--- src/rtl/flipwrite_ctrl.sv ---
module flipwrite_ctrl #(
  parameter int DATA_W = 16,
  parameter int DEPTH  = 16,
  parameter int T_ZERO = 2,
  parameter int T_ONE  = 6
) (
  input  logic                     clk,
  input  logic                     rst_n,
  input  logic                     wr_valid,
  output logic                     wr_ready,
  input  logic [$clog2(DEPTH)-1:0] wr_addr,
  input  logic [DATA_W-1:0]        wr_data,
  output logic                     done,
  output logic [DATA_W:0]          prog0_en,
  output logic [DATA_W:0]          prog1_en,
  input  logic [$clog2(DEPTH)-1:0] rd_addr,
  output logic [DATA_W-1:0]        rd_data
);
  localparam int W  = DATA_W + 1;
  localparam int AW = $clog2(DEPTH);
  localparam int TM = (T_ZERO > T_ONE) ? T_ZERO : T_ONE;
  localparam int CW = $clog2(TM + 1);
  localparam int NW = $clog2(W + 1);

  typedef enum logic [1:0] {S_IDLE, S_CMP, S_ZERO, S_ONE} state_t;

  state_t          state;
  logic [W-1:0]    cells [DEPTH];
  logic [AW-1:0]   addr_q;
  logic [DATA_W-1:0] data_q;
  logic [W-1:0]    zmask_q, omask_q;
  logic [CW-1:0]   cnt;

  logic [W-1:0]    old_w, tgt, zmask, omask;
  logic [NW-1:0]   cost_true, cost_inv;
  logic            pick_inv;

  assign old_w     = cells[addr_q];
  assign cost_true = NW'($countones(old_w[DATA_W-1:0] ^ data_q)) + NW'(old_w[DATA_W]);
  assign cost_inv  = NW'(W) - cost_true;
  assign pick_inv  = (cost_true > cost_inv) || ((cost_true == cost_inv) && old_w[DATA_W]);
  assign tgt       = {pick_inv, data_q ^ {DATA_W{pick_inv}}};
  assign zmask     = old_w & ~tgt;
  assign omask     = ~old_w & tgt;

  assign wr_ready = (state == S_IDLE);
  assign prog0_en = (state == S_ZERO) ? zmask_q : '0;
  assign prog1_en = (state == S_ONE)  ? omask_q : '0;
  assign rd_data  = cells[rd_addr][DATA_W-1:0] ^ {DATA_W{cells[rd_addr][DATA_W]}};

  always_ff @(posedge clk or negedge rst_n) begin
    if (!rst_n) begin
      state   <= S_IDLE;
      addr_q  <= '0;
      data_q  <= '0;
      zmask_q <= '0;
      omask_q <= '0;
      cnt     <= '0;
      done    <= 1'b0;
      for (int i = 0; i < DEPTH; i++) cells[i] <= '0;
    end else begin
      done <= 1'b0;
      case (state)
        S_IDLE: if (wr_valid) begin
          addr_q <= wr_addr;
          data_q <= wr_data;
          state  <= S_CMP;
        end
        S_CMP: begin
          zmask_q <= zmask;
          omask_q <= omask;
          cnt     <= '0;
          if (|zmask)      state <= S_ZERO;
          else if (|omask) state <= S_ONE;
          else begin
            state <= S_IDLE;
            done  <= 1'b1;
          end
        end
        S_ZERO: begin
          if (cnt == CW'(T_ZERO - 1)) begin
            cells[addr_q] <= cells[addr_q] & ~zmask_q;
            cnt <= '0;
            if (|omask_q) state <= S_ONE;
            else begin
              state <= S_IDLE;
              done  <= 1'b1;
            end
          end else cnt <= cnt + 1'b1;
        end
        S_ONE: begin
          if (cnt == CW'(T_ONE - 1)) begin
            cells[addr_q] <= cells[addr_q] | omask_q;
            cnt   <= '0;
            state <= S_IDLE;
            done  <= 1'b1;
          end else cnt <= cnt + 1'b1;
        end
        default: state <= S_IDLE;
      endcase
    end
  end

  assert_busy_after_accept_R2: assert property (@(posedge clk) disable iff (!rst_n)
    wr_valid && wr_ready |=> !wr_ready);
  assert_done_single_R2: assert property (@(posedge clk) disable iff (!rst_n)
    done |=> !done);
  assert_clear_only_ones_R4: assert property (@(posedge clk) disable iff (!rst_n)
    (prog0_en & ~cells[addr_q]) == '0);
  assert_set_only_zeros_R5: assert property (@(posedge clk) disable iff (!rst_n)
    (prog1_en & cells[addr_q]) == '0);
  assert_few_changes_R6: assert property (@(posedge clk) disable iff (!rst_n)
    done |-> $countones(zmask_q | omask_q) <= W / 2);
  assert_decodes_back_R8: assert property (@(posedge clk) disable iff (!rst_n)
    done |-> (cells[addr_q][DATA_W-1:0] ^ {DATA_W{cells[addr_q][DATA_W]}}) == data_q);
  assert_phases_apart_R10: assert property (@(posedge clk) disable iff (!rst_n)
    !((|prog0_en) && (|prog1_en)));
endmodule

--- config.mk ---
export PLATFORM = sky130hd
export DESIGN_NAME = flipwrite_ctrl
export DESIGN_NICKNAME = d
export VERILOG_FILES = /design/src/rtl/flipwrite_ctrl.sv
export SDC_FILE = /design/constraint.sdc
export NUM_CORES = 1
export LEC_CHECK = 0
export ABC_AREA = 1
export CAP_MARGIN = 20
export CELL_PAD_IN_SITES_DETAIL_PLACEMENT = 1
export CELL_PAD_IN_SITES_GLOBAL_PLACEMENT = 1
export CORE_ASPECT_RATIO = 0.75
export CORE_UTILIZATION = 35
export CTS_CLUSTER_DIAMETER = 200
export DETAILED_ROUTE_END_ITERATION = 8
export GPL_TIMING_DRIVEN = 0
export PLACE_DENSITY = 0.79
export SKIP_LAST_GASP = 1
export SLEW_MARGIN = 30
export SYNTH_ARGS = -nofsm -noshare
export SYNTH_HDL_FRONTEND = slang
export SYNTH_SLANG_ARGS = --single-unit
--- constraint.sdc ---
create_clock -name clk -period 6.42 [get_ports clk]
set_input_delay 0.963 -clock clk [delete_from_list [all_inputs] [get_ports clk]]
set_output_delay 0.963 -clock clk [all_outputs]
set_load 0.01 [all_outputs]
Word level (Yosys, flattened, before mapping)

Index checks and enable logic that the tools add are counted.

Bits of input ports: 27
Output and inout bits: 52
Flip-flop bits (word level): 332
Logic and storage cells: 109

Add/subtract/negate cells: 18
Order comparisons: 4
Bitwise gates (word level): 12
Reduce and logical (&&, ||, !) cells: 12
Eq/ne operators: 9
Multiplexer cells: 31

Operator list:

| operator                                    | count |
|---|---|
| 272-bit bitwise mux                         | 2 |
| 272-bit two-way mux                         | 2 |
| 272-bit case mux with 2 select lines        | 1 |
| 17-bit binary-select mux with 4-bit select  | 2 |
| 17-bit two-way mux                          | 7 |
| 17-bit demux with 4-bit select              | 1 |
| 17-bit AND                                  | 3 |
| 17-bit NOT                                  | 3 |
| 17-bit OR reduction                         | 3 |
| 16-bit XOR                                  | 3 |
| 17-bit OR                                   | 1 |
| 1-bit by 1-bit adder with 2-bit output      | 8 |
| 2-bit by 2-bit adder with 3-bit output      | 4 |
| 2-bit two-way mux                           | 6 |
| 5-bit >= comparator (second input constant) | 2 |
| 4-bit NOT with 5-bit output                 | 2 |
| 3-bit case mux with 3 select lines          | 1 |
| 3-bit by 3-bit adder with 4-bit output      | 2 |
| 2-bit case mux with 4 select lines          | 1 |
| 3-bit two-way mux                           | 2 |
| 3-bit AND reduction                         | 2 |
| 4-bit by 4-bit adder with 5-bit output      | 1 |
| 5-bit by 1-bit adder with 5-bit output      | 1 |
| 5-bit == test                               | 1 |
| 18 further kinds                            | 25 |

Depth between registers and ports, before layout

Word-level depth: 20
Depth in mapped cells: 40

Worst setup path before layout

No wires, ideal clock.

Path kind: flip-flop to flip-flop
Start: register addr_q[0]
End: register state[1]
Path slack: 0.018 ns
Library setup time: 0.130 ns
Data required time: 6.290 ns
Stages on the path, launching flop included: 34
Data arrival time: 6.272 ns
Cells stage by stage: dfrtp_1 nand2_1 buf_2 clkbuf_1 o21ai_0 o21ai_1 nand2_1 nor2_1 xor2_1 fa_1 inv_1 fa_1 fa_1 inv_1 fa_1 fa_1 fa_1 nand3_1 ha_1 inv_1 nand2_1 nand2_1 nand3_1 nand2_1 buf_2 nand2_1 nand3_1 nand2_1 nor2_1 nand3_1 nor2_1 nand2_1 nand2_1 a21oi_1

Cells in the longest elaborated chain, start to end: 20
Elaborated cells on any way between the ends: 36
Those cells by class: add/sub: 17; order compare: 1; eq/ne: 1; mux: 6; bitwise: 7; reduce/logical: 4

RTL lines:

| item                                                                                            | RTL line | text |
|---|---|---|
| start: declaration                                                                              | 29       | `logic [AW-1:0] addr_q;` |
| start signal: assignment                                                                        | 65       | `addr_q <= wr_addr;` |
| 4-bit NOT with 5-bit output (implied by the code) (*)                                           | 38       | `assign old_w = cells[addr_q];` |
| 17-bit binary-select mux with 4-bit select (*)                                                  | 38       |  |
| 17-bit two-way mux (implied by the code) (*) (2 in a row)                                       | 38       |  |
| parallel branches: the longest is 14 deep, another holds 4-bit by 4-bit adder with 5-bit output | -        |  |
| 2-bit two-way mux (*)                                                                           | 73       | `if (\|zmask) state <= S_ZERO;` |
| 2-bit case mux with 4 select lines (*)                                                          | 63       | `case (state)` |
| end signal: assignment                                                                          | 73       |  |
| end signal: assignment                                                                          | 74       | `else if (\|omask) state <= S_ONE;` |
| end signal: assignment                                                                          | 76       | `state <= S_IDLE;` |
| end: declaration                                                                                | 27       | `state_t state;` |

Every way passes the cells marked *. The select of a mux whose other input is x is not followed.
A chain may end at the register's enable or synchronous reset.

Final worst setup path

Start: register addr_q[0]
End: register state[0]

Same word-level chain as after synthesis.

==> results by group <==
Outcome
  • Outcome: complete, but fails checks
  • Failing checks: setup timing

Place
  • DP Wirelength: approximately 69000 um
  • Port Buffers: 75
  • Pre-CTS WS: -2600 ps
  • Routability Congestion: approximately 1

Setup path
  • Worst-case reg-to-reg path depth: 31
  • Crit-path max FO: 10
  • Crit-path slowest cell: fa_2
  • FF-to-FF setup slack: -690 ps
  • CP top delay family: adder cells
  • Most used cell along the critical path: fa_1
  • Critical Path Sink: state[0]$_DFFE_PN0P_
  • Startpoint Class: register
  • Reg2Reg Launch Point: addr_q[0]$_DFFE_PN0P_
  • Crit. End Element: register
  • Critical path's largest stage delay: between 600 and 700 ps
  • Buf/Inv on CP: 6
  • CP arrival: 7560 ps
  • FF-to-FF End: state[0]$_DFFE_PN0P_
  • WP depth: 31
  • Crit path from: addr_q[0]$_DFFE_PN0P_
  • Worst Path Required: between 6000 and 7000 ps
  • Critical path class: reg2reg

STA
  • Min Tclk post-route: roughly 7100 ps
  • Slew margin rel.: 21.0%
  • Worst Tran Pin Value: 1180 ps
  • Fin. max-slew vios: 0
  • RSZ-0062 raised after global routing: true
  • Top achievable clock speed: 0.141 GHz
  • Worst setup slack after layout: -686 ps
  • Final period util: 111%
  • Setup-failing EPs final: 36
  • Worst clock skew: between 20 and 25 ps
  • Final hold viol count: 0

Logic synthesis
  • Syn nets: roughly 2500
  • Ys async rst share: between 90% and 100%
  • XOR/XNOR share of the synthesized area: ~1.5%
  • Register area share after synthesis: between 40% and 50%
  • Yosys reg bits: roughly 330
  • Syn_area_per_cell: about 7.3 um^2
  • Synth top area cells: dfrtp_1 (46%), o21ai_0 (15%), nand2_1 (14%), inv_1 (4.5%), a21oi_1 (3.4%)
  • Synth Area in Simple Gates: 19.2%
  • Compound-Gate Fraction of Synth Area: between 20% and 30%
  • Largest family of logic cells by synthesized area: compound AO/OA/AOI/OAI gates
  • Netlist cell types: 35
  • Post-synthesis mux area share: 0.124%
  • Post-synthesis cell count: 2501
  • Cell area after synthesis: about 18000 um^2
  • Syn. warnings: 0
  • Number of flops mapped to enable cells by yosys: 0
  • Most used DFF post-synth: dfrtp_1
  • Post-synth top cells: nand2_1 (674), o21ai_0 (531), dfrtp_1 (332), inv_1 (219), clkbuf_1 (157)
  • Adder-cell share of the synthesized area: 1.55%
  • Leading area contributor after synthesis: dfrtp_1
  • Count leader, synth: nand2_1
  • Post-synth top area share: between 40% and 50%

Drt
  • Via count: 20600
  • DRC Markers: 0
  • WL final: around 98000 um
  • DRT iter0 DRCs: approximately 2400
  • Via-to-Cell Ratio: between 6 and 7
  • Drt wl/cell: 28.8 um
  • First-pass DRT Iterations: 5
  • Post-route ant nets: 0

Floorplanning
  • Row count: 72
  • Placeable Area: between 50000 and 60000 um^2
  • IO Count: 79
  • Die area: approximately 53000 um^2
  • Chip width: about 270 um
  • Initial Util: 35.4%
  • Die Span Y: 200 um

Cells and area
  • Total Nets Final: 2738
  • Synthesis-to-finish area growth: 27.9%
  • Fill cells: 6204
  • Layout cells sized above 1: between 10% and 20%

GRT
  • First-pass GRT wire length: roughly 140000 um
  • Gr ovfl total: 0
  • Vias in the first global route: ~20000
  • All-Layer GR Usage: 36.5%
  • Initial antenna violation count: 4
  • Largest net degree at the start of global routing: 86

Clock tree
  • Num CTS Buffers: 38
  • CTS root buffer: clkbuf_16
  • Max clock buf depth: 3
  • CTS sink count: around 330
  • CTS tree: built
  • # H-tree levels: 2
  • Reg clk slew, reported paths: around 60 ps
  • Clk_lat worst skew: approximately 570 ps

Hold path
  • Min-delay worst type: in2async

Flow run
  • Max-cap violations: 0
routing by layer:
| layer | vias to the layer above | track usage [%] | wire, um |
|---|---|---|---|
| met1 | 10400 | 50.8 | 41200 |
| met5 | - | 0 | 29 |
| li1 | 8603 | - | - |
| met2 | 1313 | 51.9 | 40800 |
| met3 | 279 | 11.8 | 12100 |
| met4 | 4 | 14.6 | 4230 |
timing repair:
item / in CTS / in global routing
setup buffers: 38 / 33
gates cloned: 3 / 1
pin swaps: 32 / 53
hold buffers: 0 / 0
setup endpoints to repair: 37 / 37
resized for setup: 276 / 141
through the flow:
| step | cell area (um^2) | util (%) | cells | TNS, ps | hold slack (ps) |
|---|---|---|---|---|---|
| finish | 23300 | 45.3 | 3421 | -5620 | 312 |
| global route | 23300 | 45.3 | 3419 | -10220 | 336 |
| CTS | 22500 | 43.7 | 3385 | -2200 | 326 |
| detailed placement | 20000 | 38.9 | 3283 | -71690 | 473 |
| global placement | 19900 | 38.6 | 3279 | -3555750 | 468 |
| floorplan | 18200 | - | 2501 | 0 | 453 |
cell usage in the layout (no fill, tap or decap), types with 28 or more instances in the layout:
master / netlist / routed
o21ai_2: 1 / 31
nand2_2: 0 / 39
nand3_1: 95 / 66
inv_1: 219 / 217
o211ai_1: 38 / 38
clkbuf_16: 0 / 44
buf_4: 0 / 58
nand2_1: 674 / 605
o21ai_0: 531 / 484
clkbuf_1: 157 / 123
o21ai_1: 96 / 111
dfrtp_1: 332 / 330
nor2_1: 103 / 84
clkdlybuf4s50_1: 0 / 74
clkbuf_2: 0 / 28
a21oi_1: 122 / 121
registers in the layout, indices dropped and copies added, names as in the netlist:
name and count:
done 1, state 2, omask_q 17, cnt 3, addr_q 4, data_q 16
zmask_q 17, cells 272
cell type report:
type                       instances  area [um^2]  area share (%)
inverter                         232          876            3.76
multi-input combinational       1761         9360            40.2
tap                              703          880            3.78
sequential                       332         8310            35.7
clock inverter                     2         35.0           0.150
buffer                           176         1080            4.63
antenna                            2         5.00          0.0215
timing repair buffer             154         1600            6.88
clock buffer                      59         1150            4.95
logic make-up (layout without fill, tap and decap cells):
kind of cell    count (synthesis)  count (layout)
simple gates                  891             891
compound gates                820             820
buf+inv                       408             623
flops                         332             332
xor+xnor                       32              32
fa+ha+maj                      16              16
mux                             2               2
other cells                     0               2
worst min path at each step:
stage                                      start                     end  slack, ps  depth (start not counted)
after floorplan             cells[0]$_DFFE_PN0P_    cells[0]$_DFFE_PN0P_        450                          2
after global placement    cells[170]$_DFFE_PN0P_  cells[170]$_DFFE_PN0P_        470                          2
after detailed placement   cells[37]$_DFFE_PN0P_   cells[37]$_DFFE_PN0P_        470                          2
after CTS                                  rst_n   cells[84]$_DFFE_PN0P_        330                          1
after global routing                       rst_n   cells[84]$_DFFE_PN0P_        340                          1
final                                      rst_n   cells[84]$_DFFE_PN0P_        310                          1
Power is not shown: default switching activity piles up to over one toggle a cycle in this logic, so the estimate is an artifact.
